### src/rtl/sar_pkg.sv
package sar_pkg;
    // register byte offsets
    localparam int unsigned OFS_DATA = 0;
    localparam int unsigned OFS_STAT = 4;
    localparam int unsigned OFS_CTRL = 8;
    localparam int unsigned OFS_DLY  = 12;

    // control word bit positions
    localparam int unsigned CB_CHAN = 0;
    localparam int unsigned CB_PWR  = 3;
    localparam int unsigned CB_IE   = 5;
    localparam int unsigned CB_IST  = 6;

    localparam int unsigned CHAN_W = 3;
    localparam int unsigned DLY_W  = 6;

    typedef enum logic {
        SEQ_IDLE = 1'b0,
        SEQ_CONV = 1'b1
    } seq_st_e;
endpackage

### src/rtl/sar_regs.sv
module sar_regs
    import sar_pkg::*;
#(
    parameter int unsigned RES    = 10,
    parameter int unsigned ADDR_W = 5
) (
    input  logic              clk,
    input  logic              rst_n,
    input  logic              bus_sel,
    input  logic              bus_wr,
    input  logic [ADDR_W-1:0] bus_addr,
    input  logic [31:0]       bus_wdata,
    output logic [31:0]       bus_rdata,
    input  logic              busy,
    input  logic              done,
    input  logic [RES-1:0]    result,
    output logic              start,
    output logic              abort,
    output logic [CHAN_W-1:0] chan,
    output logic              pwr,
    output logic              ie,
    output logic              ist,
    output logic [DLY_W-1:0]  dly
);
    typedef struct packed {
        logic [CHAN_W-1:0] chan;
        logic              pwr;
        logic              ie;
        logic              ist;
        logic [DLY_W-1:0]  dly;
        logic [RES-1:0]    data;
    } regs_t;

    regs_t rg_d, rg_q;

    logic wr_ctrl, wr_dly, req_pwr, accept;
    logic unused_wbits;

    assign unused_wbits = ^{bus_wdata[31:7], bus_wdata[CB_IST], bus_wdata[4]};

    always_comb begin
        wr_ctrl = bus_sel && bus_wr && (bus_addr == ADDR_W'(OFS_CTRL));
        wr_dly  = bus_sel && bus_wr && (bus_addr == ADDR_W'(OFS_DLY));
        req_pwr = bus_wdata[CB_PWR];
        // a powered start request is dropped while a conversion runs
        accept  = wr_ctrl && (!busy || !req_pwr);
        start   = accept && req_pwr;
        abort   = accept && !req_pwr && busy;

        rg_d = rg_q;
        if (accept) begin
            rg_d.chan = bus_wdata[CB_CHAN +: CHAN_W];
            rg_d.pwr  = req_pwr;
            rg_d.ie   = bus_wdata[CB_IE];
            rg_d.ist  = 1'b0;
        end
        if (done) begin
            rg_d.ist  = 1'b1;
            rg_d.data = result;
        end
        if (wr_dly) begin
            rg_d.dly = bus_wdata[DLY_W-1:0];
        end
    end

    always_comb begin
        bus_rdata = '0;
        if (bus_addr == ADDR_W'(OFS_DATA)) begin
            bus_rdata[RES-1:0] = rg_q.data;
        end else if (bus_addr == ADDR_W'(OFS_STAT)) begin
            bus_rdata[0] = busy;
        end else if (bus_addr == ADDR_W'(OFS_CTRL)) begin
            bus_rdata[CB_CHAN +: CHAN_W] = rg_q.chan;
            bus_rdata[CB_PWR]            = rg_q.pwr;
            bus_rdata[CB_IE]             = rg_q.ie;
            bus_rdata[CB_IST]            = rg_q.ist;
        end else if (bus_addr == ADDR_W'(OFS_DLY)) begin
            bus_rdata[DLY_W-1:0] = rg_q.dly;
        end
    end

    always_ff @(posedge clk or negedge rst_n) begin
        if (!rst_n) begin
            rg_q <= '0;
        end else begin
            rg_q <= rg_d;
        end
    end

    assign chan = rg_q.chan;
    assign pwr  = rg_q.pwr;
    assign ie   = rg_q.ie;
    assign ist  = rg_q.ist;
    assign dly  = rg_q.dly;
endmodule

### src/rtl/sar_dly.sv
module sar_dly #(
    parameter int unsigned CNT_W = 6
) (
    input  logic             clk,
    input  logic             rst_n,
    input  logic             start,
    input  logic             abort,
    input  logic [CNT_W-1:0] load_val,
    output logic             waiting,
    output logic             expire
);
    typedef struct packed {
        logic             run;
        logic [CNT_W-1:0] cnt;
    } dly_t;

    dly_t dl_d, dl_q;

    always_comb begin
        dl_d   = dl_q;
        expire = dl_q.run && (dl_q.cnt == '0) && !abort;
        if (start) begin
            dl_d.run = 1'b1;
            dl_d.cnt = load_val;
        end else if (dl_q.run) begin
            if (abort || dl_q.cnt == '0) begin
                dl_d.run = 1'b0;
            end else begin
                dl_d.cnt = dl_q.cnt - 1'b1;
            end
        end
    end

    always_ff @(posedge clk or negedge rst_n) begin
        if (!rst_n) begin
            dl_q <= '0;
        end else begin
            dl_q <= dl_d;
        end
    end

    assign waiting = dl_q.run;
endmodule

### src/rtl/sar_seq.sv
module sar_seq
    import sar_pkg::*;
#(
    parameter int unsigned RES = 10
) (
    input  logic           clk,
    input  logic           rst_n,
    input  logic           launch,
    input  logic           abort,
    input  logic           cmp_ge,
    output logic [RES-1:0] trial_code,
    output logic           converting,
    output logic           done,
    output logic [RES-1:0] result
);
    localparam int unsigned IDX_W = (RES > 1) ? $clog2(RES) : 1;

    typedef struct packed {
        seq_st_e          st;
        logic [IDX_W-1:0] idx;
        logic [RES-1:0]   acc;
    } seq_t;

    seq_t sq_d, sq_q;
    logic [RES-1:0] trial, kept;

    always_comb begin
        trial  = sq_q.acc | (RES'(1) << sq_q.idx);
        kept   = cmp_ge ? trial : sq_q.acc;
        done   = (sq_q.st == SEQ_CONV) && (sq_q.idx == '0) && !abort;
        result = kept;

        sq_d = sq_q;
        case (sq_q.st)
            SEQ_IDLE: begin
                if (launch) begin
                    sq_d.st  = SEQ_CONV;
                    sq_d.idx = IDX_W'(RES - 1);
                    sq_d.acc = '0;
                end
            end
            SEQ_CONV: begin
                if (abort) begin
                    sq_d.st  = SEQ_IDLE;
                    sq_d.idx = '0;
                    sq_d.acc = '0;
                end else begin
                    sq_d.acc = kept;
                    if (sq_q.idx == '0) begin
                        sq_d.st = SEQ_IDLE;
                    end else begin
                        sq_d.idx = sq_q.idx - 1'b1;
                    end
                end
            end
            default: sq_d = '0;
        endcase
    end

    always_ff @(posedge clk or negedge rst_n) begin
        if (!rst_n) begin
            sq_q <= '0;
        end else begin
            sq_q <= sq_d;
        end
    end

    assign converting = (sq_q.st == SEQ_CONV);
    assign trial_code = converting ? trial : '0;
endmodule

### src/rtl/sar_adc_ctrl.sv
module sar_adc_ctrl
    import sar_pkg::*;
#(
    parameter int unsigned RES    = 10,
    parameter int unsigned ADDR_W = 5
) (
    input  logic              clk,
    input  logic              rst_n,
    input  logic              bus_sel,
    input  logic              bus_wr,
    input  logic [ADDR_W-1:0] bus_addr,
    input  logic [31:0]       bus_wdata,
    output logic [31:0]       bus_rdata,
    output logic [RES-1:0]    trial_code,
    input  logic              cmp_ge,
    output logic [2:0]        chan_sel,
    output logic              adc_pwr,
    output logic              irq
);
    logic                 start, abort, waiting, expire, converting, done;
    logic                 busy, ie, ist;
    logic [DLY_W-1:0]     dly;
    logic [RES-1:0]       result;
    logic [CHAN_W-1:0]    chan;

    assign busy = waiting || converting;

    sar_regs #(.RES(RES), .ADDR_W(ADDR_W)) u_regs (
        .clk       (clk),
        .rst_n     (rst_n),
        .bus_sel   (bus_sel),
        .bus_wr    (bus_wr),
        .bus_addr  (bus_addr),
        .bus_wdata (bus_wdata),
        .bus_rdata (bus_rdata),
        .busy      (busy),
        .done      (done),
        .result    (result),
        .start     (start),
        .abort     (abort),
        .chan      (chan),
        .pwr       (adc_pwr),
        .ie        (ie),
        .ist       (ist),
        .dly       (dly)
    );

    sar_dly #(.CNT_W(DLY_W)) u_dly (
        .clk      (clk),
        .rst_n    (rst_n),
        .start    (start),
        .abort    (abort),
        .load_val (dly),
        .waiting  (waiting),
        .expire   (expire)
    );

    sar_seq #(.RES(RES)) u_seq (
        .clk        (clk),
        .rst_n      (rst_n),
        .launch     (expire),
        .abort      (abort),
        .cmp_ge     (cmp_ge),
        .trial_code (trial_code),
        .converting (converting),
        .done       (done),
        .result     (result)
    );

    assign chan_sel = chan;
    assign irq      = ist && ie;
endmodule

### config.mk
export PLATFORM = sky130hd
export DESIGN_NAME = sar_adc_ctrl
export DESIGN_NICKNAME = d
export VERILOG_FILES = /design/src/rtl/sar_pkg.sv /design/src/rtl/sar_regs.sv /design/src/rtl/sar_dly.sv /design/src/rtl/sar_seq.sv /design/src/rtl/sar_adc_ctrl.sv
export SDC_FILE = /design/constraint.sdc
export NUM_CORES = 1
export LEC_CHECK = 0
export BUFFER_PORTS_ARGS = -buffer_cell sky130_fd_sc_hd__buf_2
export CAP_MARGIN = 20
export CORE_UTILIZATION = 46
export DETAILED_ROUTE_END_ITERATION = 6
export GPL_TIMING_DRIVEN = 0
export PLACE_DENSITY = 0.76
export SLEW_MARGIN = 5
export SYNTH_ARGS = -nofsm -noshare
export SYNTH_HDL_FRONTEND = slang
export SYNTH_HIERARCHICAL = 1
export SYNTH_SLANG_ARGS = --single-unit
### constraint.sdc
create_clock -name clk -period 2.54 [get_ports clk]
set_clock_uncertainty 0.15 [all_clocks]
set_input_delay 0.254 -clock clk [delete_from_list [all_inputs] [get_ports clk]]
set_output_delay 0.254 -clock clk [all_outputs]
set_load 0.005 [all_outputs]
After elaboration in Yosys (flattened, before gate mapping)

Cells that the tools add are included.

Bits in registers: 44
Bits in latches: 0
Bits in writable memories: 0
Bits in read-only memories: 0
Bits of input ports: 42
Output and inout bits: 47
Word-level logic and storage cells: 69
Memories: 0

Add/subtract/negate cells: 2
Multipliers: 0
Div/mod/pow operators: 0
$lt $le $gt $ge: 0
Eq/ne operators: 6
Shift-type cells: 1
Mux-type cells: 22
Bitwise gates (word level): 2
Reduce and logical (&&, ||, !) cells: 25

Operator list:

| kind                                                                   | count |
|---|---|
| 15-bit 2-to-1 mux                                                      | 2 |
| 15-bit case mux with 2 select lines                                    | 1 |
| 7-bit 2-to-1 mux                                                       | 3 |
| 10-bit 2-to-1 mux                                                      | 2 |
| 6-bit 2-to-1 mux                                                       | 3 |
| 1-bit logical AND                                                      | 12 |
| 5-bit by 4-bit equality test with 1-bit output (second input constant) | 2 |
| 10-bit bitwise OR                                                      | 1 |
| 1-bit by 4-bit << shifter with 10-bit output (first input constant)    | 1 |
| 1-bit 2-to-1 mux                                                       | 8 |
| 4-bit 2-to-1 mux                                                       | 2 |
| 6-bit logical NOT                                                      | 1 |
| 6-bit by 1-bit subtractor with 6-bit output (second input constant)    | 1 |
| 5-bit by 3-bit equality test with 1-bit output (second input constant) | 1 |
| 5-bit logical NOT                                                      | 1 |
| 4-bit logical NOT                                                      | 1 |
| 2-bit != test (second input constant)                                  | 2 |
| 2-bit AND reduction                                                    | 2 |
| 2-bit nonzero test                                                     | 2 |
| 4-bit by 1-bit subtractor with 4-bit output (second input constant)    | 1 |
| 1-bit logical NOT                                                      | 3 |
| 1-bit logical OR                                                       | 3 |
| 3-bit 2-to-1 mux                                                       | 1 |
| 3-bit != test (second input constant)                                  | 1 |
| 1-bit inverter                                                         | 1 |

Longest topological paths before layout

Depth in word-level cells: 10
Depth in mapped cells: 9
Depth with buffers taken out: 9

Cells and area by module

The synthesis kept the hierarchy.

By module, submodules not included:

| module       | instances | cells an instance | area an instance (sq um) | seq. area each (sq um) |
|---|---|---|---|---|
| sar_regs     | 1         | 116               | 1326.3                   | 550.5 |
| sar_seq      | 1         | 97                | 915.9                    | 375.4 |
| sar_dly      | 1         | 57                | 498.0                    | 175.2 |
| sar_adc_ctrl | 1         | 2                 | 12.5                     | 0.0 |

Least setup slack after synthesis

No wires, ideal clock.

Path type: reg-to-reg
Start: register u_dly.dl_q (netlist bit u_dly/waiting)
End: register u_regs/rg_q[0] in the netlist's numbering
Setup time: 0.125 ns
Arrival time: 2.209 ns
Required time: 2.265 ns
Setup slack: 0.056 ns
Stages on the path, launching flop included: 9
Path buffers: 1
Clock period less this slack: 2.484 ns
Path through: dfrtp_1 or2_1 a21oi_1 nand3_4 nor3b_1 nand2b_1 nor2_2 buf_2 mux2_2

Word-level cells in the longest chain between the ends: 8

RTL lines:

| item                     | RTL line           | text |
|---|---|---|
| start: declaration       | sar_dly.sv:17      | `dly_t dl_d, dl_q;` |
| start signal: assignment | sar_dly.sv:38      | `dl_q <= dl_d;` |
| 1-bit logical OR (*)     | sar_adc_ctrl.sv:26 | `assign busy = waiting \|\| converting;` |
| net busy                 | sar_adc_ctrl.sv:21 | `logic busy, ie, ist;` |
| 1-bit logical NOT        | sar_regs.sv:46     | `accept = wr_ctrl && (!busy \|\| !req_pwr);` |
| 1-bit logical OR         | sar_regs.sv:46     |  |
| 1-bit logical AND        | sar_regs.sv:46     |  |
| 1-bit logical AND        | sar_regs.sv:48     | `abort = accept && !req_pwr && busy;` |
| 1-bit logical AND (*)    | sar_regs.sv:48     |  |
| net abort                | sar_adc_ctrl.sv:20 | `logic start, abort, waiting, expire, converting, done;` |
| 1-bit logical NOT (*)    | sar_seq.sv:30      | `done = (sq_q.st == SEQ_CONV) && (sq_q.idx == '0) && !abort;` |
| 1-bit logical AND (*)    | sar_seq.sv:30      |  |
| net done                 | sar_adc_ctrl.sv:20 |  |
| end signal: assignment   | sar_regs.sv:86     | `rg_q <= rg_d;` |
| end: declaration         | sar_regs.sv:34     | `regs_t rg_d, rg_q;` |

Mark *: on every way through the listed nets, which the timed path passes. The rest lies on a longest branch.
A chain may end at the register's enable or synchronous reset.

Worst setup path in the final report

Start: register u_dly/dl_q[0] in the netlist's numbering
End: register u_seq/sq_q[1] in the netlist's numbering

Word-level cells in the longest chain between the ends: 4

RTL lines:

| item                            | RTL line           | text |
|---|---|---|
| 6-bit logical NOT               | sar_dly.sv:21      | `expire = dl_q.run && (dl_q.cnt == '0) && !abort;` |
| 1-bit logical AND (2 in series) | sar_dly.sv:21      |  |
| net expire                      | sar_adc_ctrl.sv:20 |  |
| 2-bit != test (no line)         | n/a                |  |
| end signal: assignment          | sar_seq.sv:64      | `sq_q <= sq_d;` |
| end: declaration                | sar_seq.sv:24      | `seq_t sq_d, sq_q;` |

The timed path passes the listed nets, and every way through them passes these cells.

==> results.ini <==
[critical_path]
cp-end-kind = register
cp_cell_sequence = inv_1 > ha_1 > or4b_4 > buf_6 > nor3_2 > o21ai_4 > a22o_1
cp.arrival_ns = 2.47
slowest_delay_ns = 0.45
r2r_cells = 7
timing.reg2reg.setup_slack_ns = 0.11
critPathSlowestCell = or4b_4
r2r_end = u_seq/sq_q[1]
crit_path_start_kind = register
crit_type = register to register
critPathCapture = u_seq/sq_q[1]
critPathRequiredTime_ns = 2.58
r2r_start = u_dly/dl_q[0]
cp-startpoint = u_dly/dl_q[0]
worstPathMaxFanout = 8

[logic_synthesis]
synth-seq-cells = 44
synth_top_area_cell = dfrtp_1
ys_warn_count = 6
synth_common_cells = dfrtp_1 (44), buf_4 (31), nor2_1 (25), mux2_2 (21), a21oi_1 (14)
yosysTopAreaCellShare_pct = 40.0
syn_inst = 272
synth.most_common_cell = dfrtp_1
synth.distinct_cells = 57
synth_edf_count = 0
netlist_top_cells_area = dfrtp_1 (40%), mux2_2 (8.6%), buf_4 (8.5%), nor2_1 (3.4%), ha_1 (3.2%)
synth_area_mm2 = 0.00275
synthArstFlopShare_pct = 100
synthFlopType = dfrtp_1
ys_seq_area_share_pct = 40.0
synth.avg_cell_area_um2 = 10.1

[routing]
totalWireLength_mm = 6.06
drtAntennaViolNets = 0
drcViolationCount = 0
via_per_inst = 5.25
dr.pass1.iters = 5
drt_iter0_drc = 238
vias = 2186
wl_per_cell_um = 14.6

[pwr]
p_leak_nw = 1.73
p_sw_share_pct = 31.2
power.density_mw_per_mm2 = 532
ir_drop_mv = 0.369
finalPower_mw = 1.76
p_int_mw = 1.21
p_comb_share_pct = 25.1
switching_power_uw = 548
p_seq_share_pct = 48.1
clkPwrFrac_pct = 26.8

[timing]
relSlewSlack_pct = 66.3
setup_viol = 0
hold_ws_ns = 0.0470
worst_slack_ns = 0.107
rsz0062_at_grt = false
hold_violations = 0
period_needed_ns = 2.43
worst_slew_pin_slew_ns = 0.503
slew_violations = 0
fmax_mhz = 411
fin_crit_sh_pct = 95.8

[clocking]
cts-root-buf = clkbuf_8
path_clk_slew_ns = 0.09
cts_tree = done
clock-sinks = 44
cts.path.max_buffers = 2
htreeDepth = 2
clkLatencyLatePin_ns = 0.29
cts_inserted_buffers = 5

[grt]
grt_pass1_vias = 2059
overflow = 0
grt_pass1_wl_mm = 9.81
antenna_found_initial = 0
grtUsageTotal_pct = 20.1
grt_max_degree = 45

[status]
outcome = finished, final reports clean

[die]
core_area_mm2 = 0.00564
dieWidth_um = 79.4
dieArea_mm2 = 0.00630
fp-row-count = 27
die_h_um = 79.4
initial_core_util_pct = 48.8
io_pins = 89

[finish]
layout.nets = 392
num_antenna_cells = 0
area_delta_synth_final_pct = 20.0
nFillCells = 500
drive_above_1_share_pct = 38.4

[placed_design]
place_ws_ns = -0.567
io_buffers = 39
gp_congestion = 0.876
dp_hpwl_mm = 4.31

[job]
max-cap-violations = 0

[min_path]
hold_class = input pin to register

[stage by stage]
step | util (%) | cell area [um^2] | TNS [ns] | cells
after floorplan | - | 2830 | 0 | 293
after CTS | 57.8 | 3260 | 0 | 415
after detailed placement | 55.2 | 3120 | -11.21 | 404
final | 58.5 | 3300 | 0 | 416
after global placement | 55.2 | 3120 | -10.51 | 404
after global routing | 58.5 | 3300 | 0 | 416
[cell families (layout without fill, tap and decap cells)]
logic type	Yosys count	in the layout	share of synthesized area [%]
AO/OA/AOI/OAI	60	60	15.8
adder cells (fa/ha/maj)	7	7	3.18
buffers and inverters	50	101	11.5
flip-flops	44	44	40.0
multiplexers	27	27	11.2
other	1	22	0.136
AND/OR/NAND/NOR	83	83	18.1
[metal layers]
layer  GRT usage (%)  vias to the layer above  share of wire (%)
li1                -                     1059                  -
met3            2.18                        6                4.6
met1            26.5                     1044                 43
met5               0                        -                  0
met2            34.5                       77                 51
met4            6.36                        0                1.1
[power by group through the flow]
stage	sequential (mW)	combinational, mW	clock (mW)
finish	0.844	0.441	0.470
global placement	0.852	0.407	0
global route	0.855	0.484	0.510
CTS	0.844	0.431	0.479
floorplan	0.835	0.321	0
detailed placement	0.856	0.417	0
[what timing repair did]
item	in CTS	in global routing
gates resized for setup	5	6
endpoints found under the hold margin	14	0
hold buffers	1	0
pin swaps	1	2
setup endpoints to repair	31	23
buffers inserted	2	0
[state kept, by name, summed over array words and instances (netlist names)]
register / flops
u_dly/dl_q: 6
u_seq/converting: 1
u_regs/pwr: 1
u_regs/ie: 1
u_seq/sq_q: 14
u_regs/rg_q: 10
u_regs/dly: 6
u_dly/waiting: 1
u_regs/chan: 3
u_regs/ist: 1
[how the worst min path moves through the flow]
stage | start | endpoint | slack [ns] | cells past startpoint
2_1_floorplan | rst_n | u_dly/dl_q[0] | -0.19 | 0
5_1_grt | bus_wdata[5] | u_regs/dly[5] | 0.05 | 2
3_3_place_gp | rst_n | u_seq/sq_q[4] | 0.33 | 1
6_report | bus_wdata[1] | u_regs/dly[1] | 0.05 | 2
3_5_place_dp | rst_n | u_seq/sq_q[7] | 0.32 | 1
4_1_cts | bus_wdata[1] | u_regs/dly[1] | 0.04 | 2
[final cells by class]
type	count	area, um^2	area share, %
Sequential cell	44	1100	33.3
Clock inverter	2	15.0	0.455
Buffer	41	284	8.60
Tap cell	72	90.1	2.73
Clock buffer	6	82.6	2.50
Multi-Input combinational cell	199	1460	44.1
Inverter	9	33.8	1.02
Timing Repair Buffer	43	240	7.28
[critical path, delay by kind of cell, from the launching register on]
kind,cells,cell delay (ns)
compound gates,2,0.45
fa+ha+maj,1,0.16
buf+inv,2,0.26
flops,1,0.41
simple gates,2,0.88
[layout by cell type (no fill, tap or decap), drive strengths merged, types with 3 or more instances in the layout]
master  count
nand2b      4
buf        78
nor2b       5
nand2       9
nand3       8
inv         9
dfrtp      44
nor2       26
a22o        7
mux2i       5
conb       22
nor3        7
mux2       21
and2        3
o21a        4
clkbuf     11
a21oi      14
and3        7
or3         3
a21o        8
o21ai       7
a31o        3
ha          7
(Power assumes the default switching activity.)
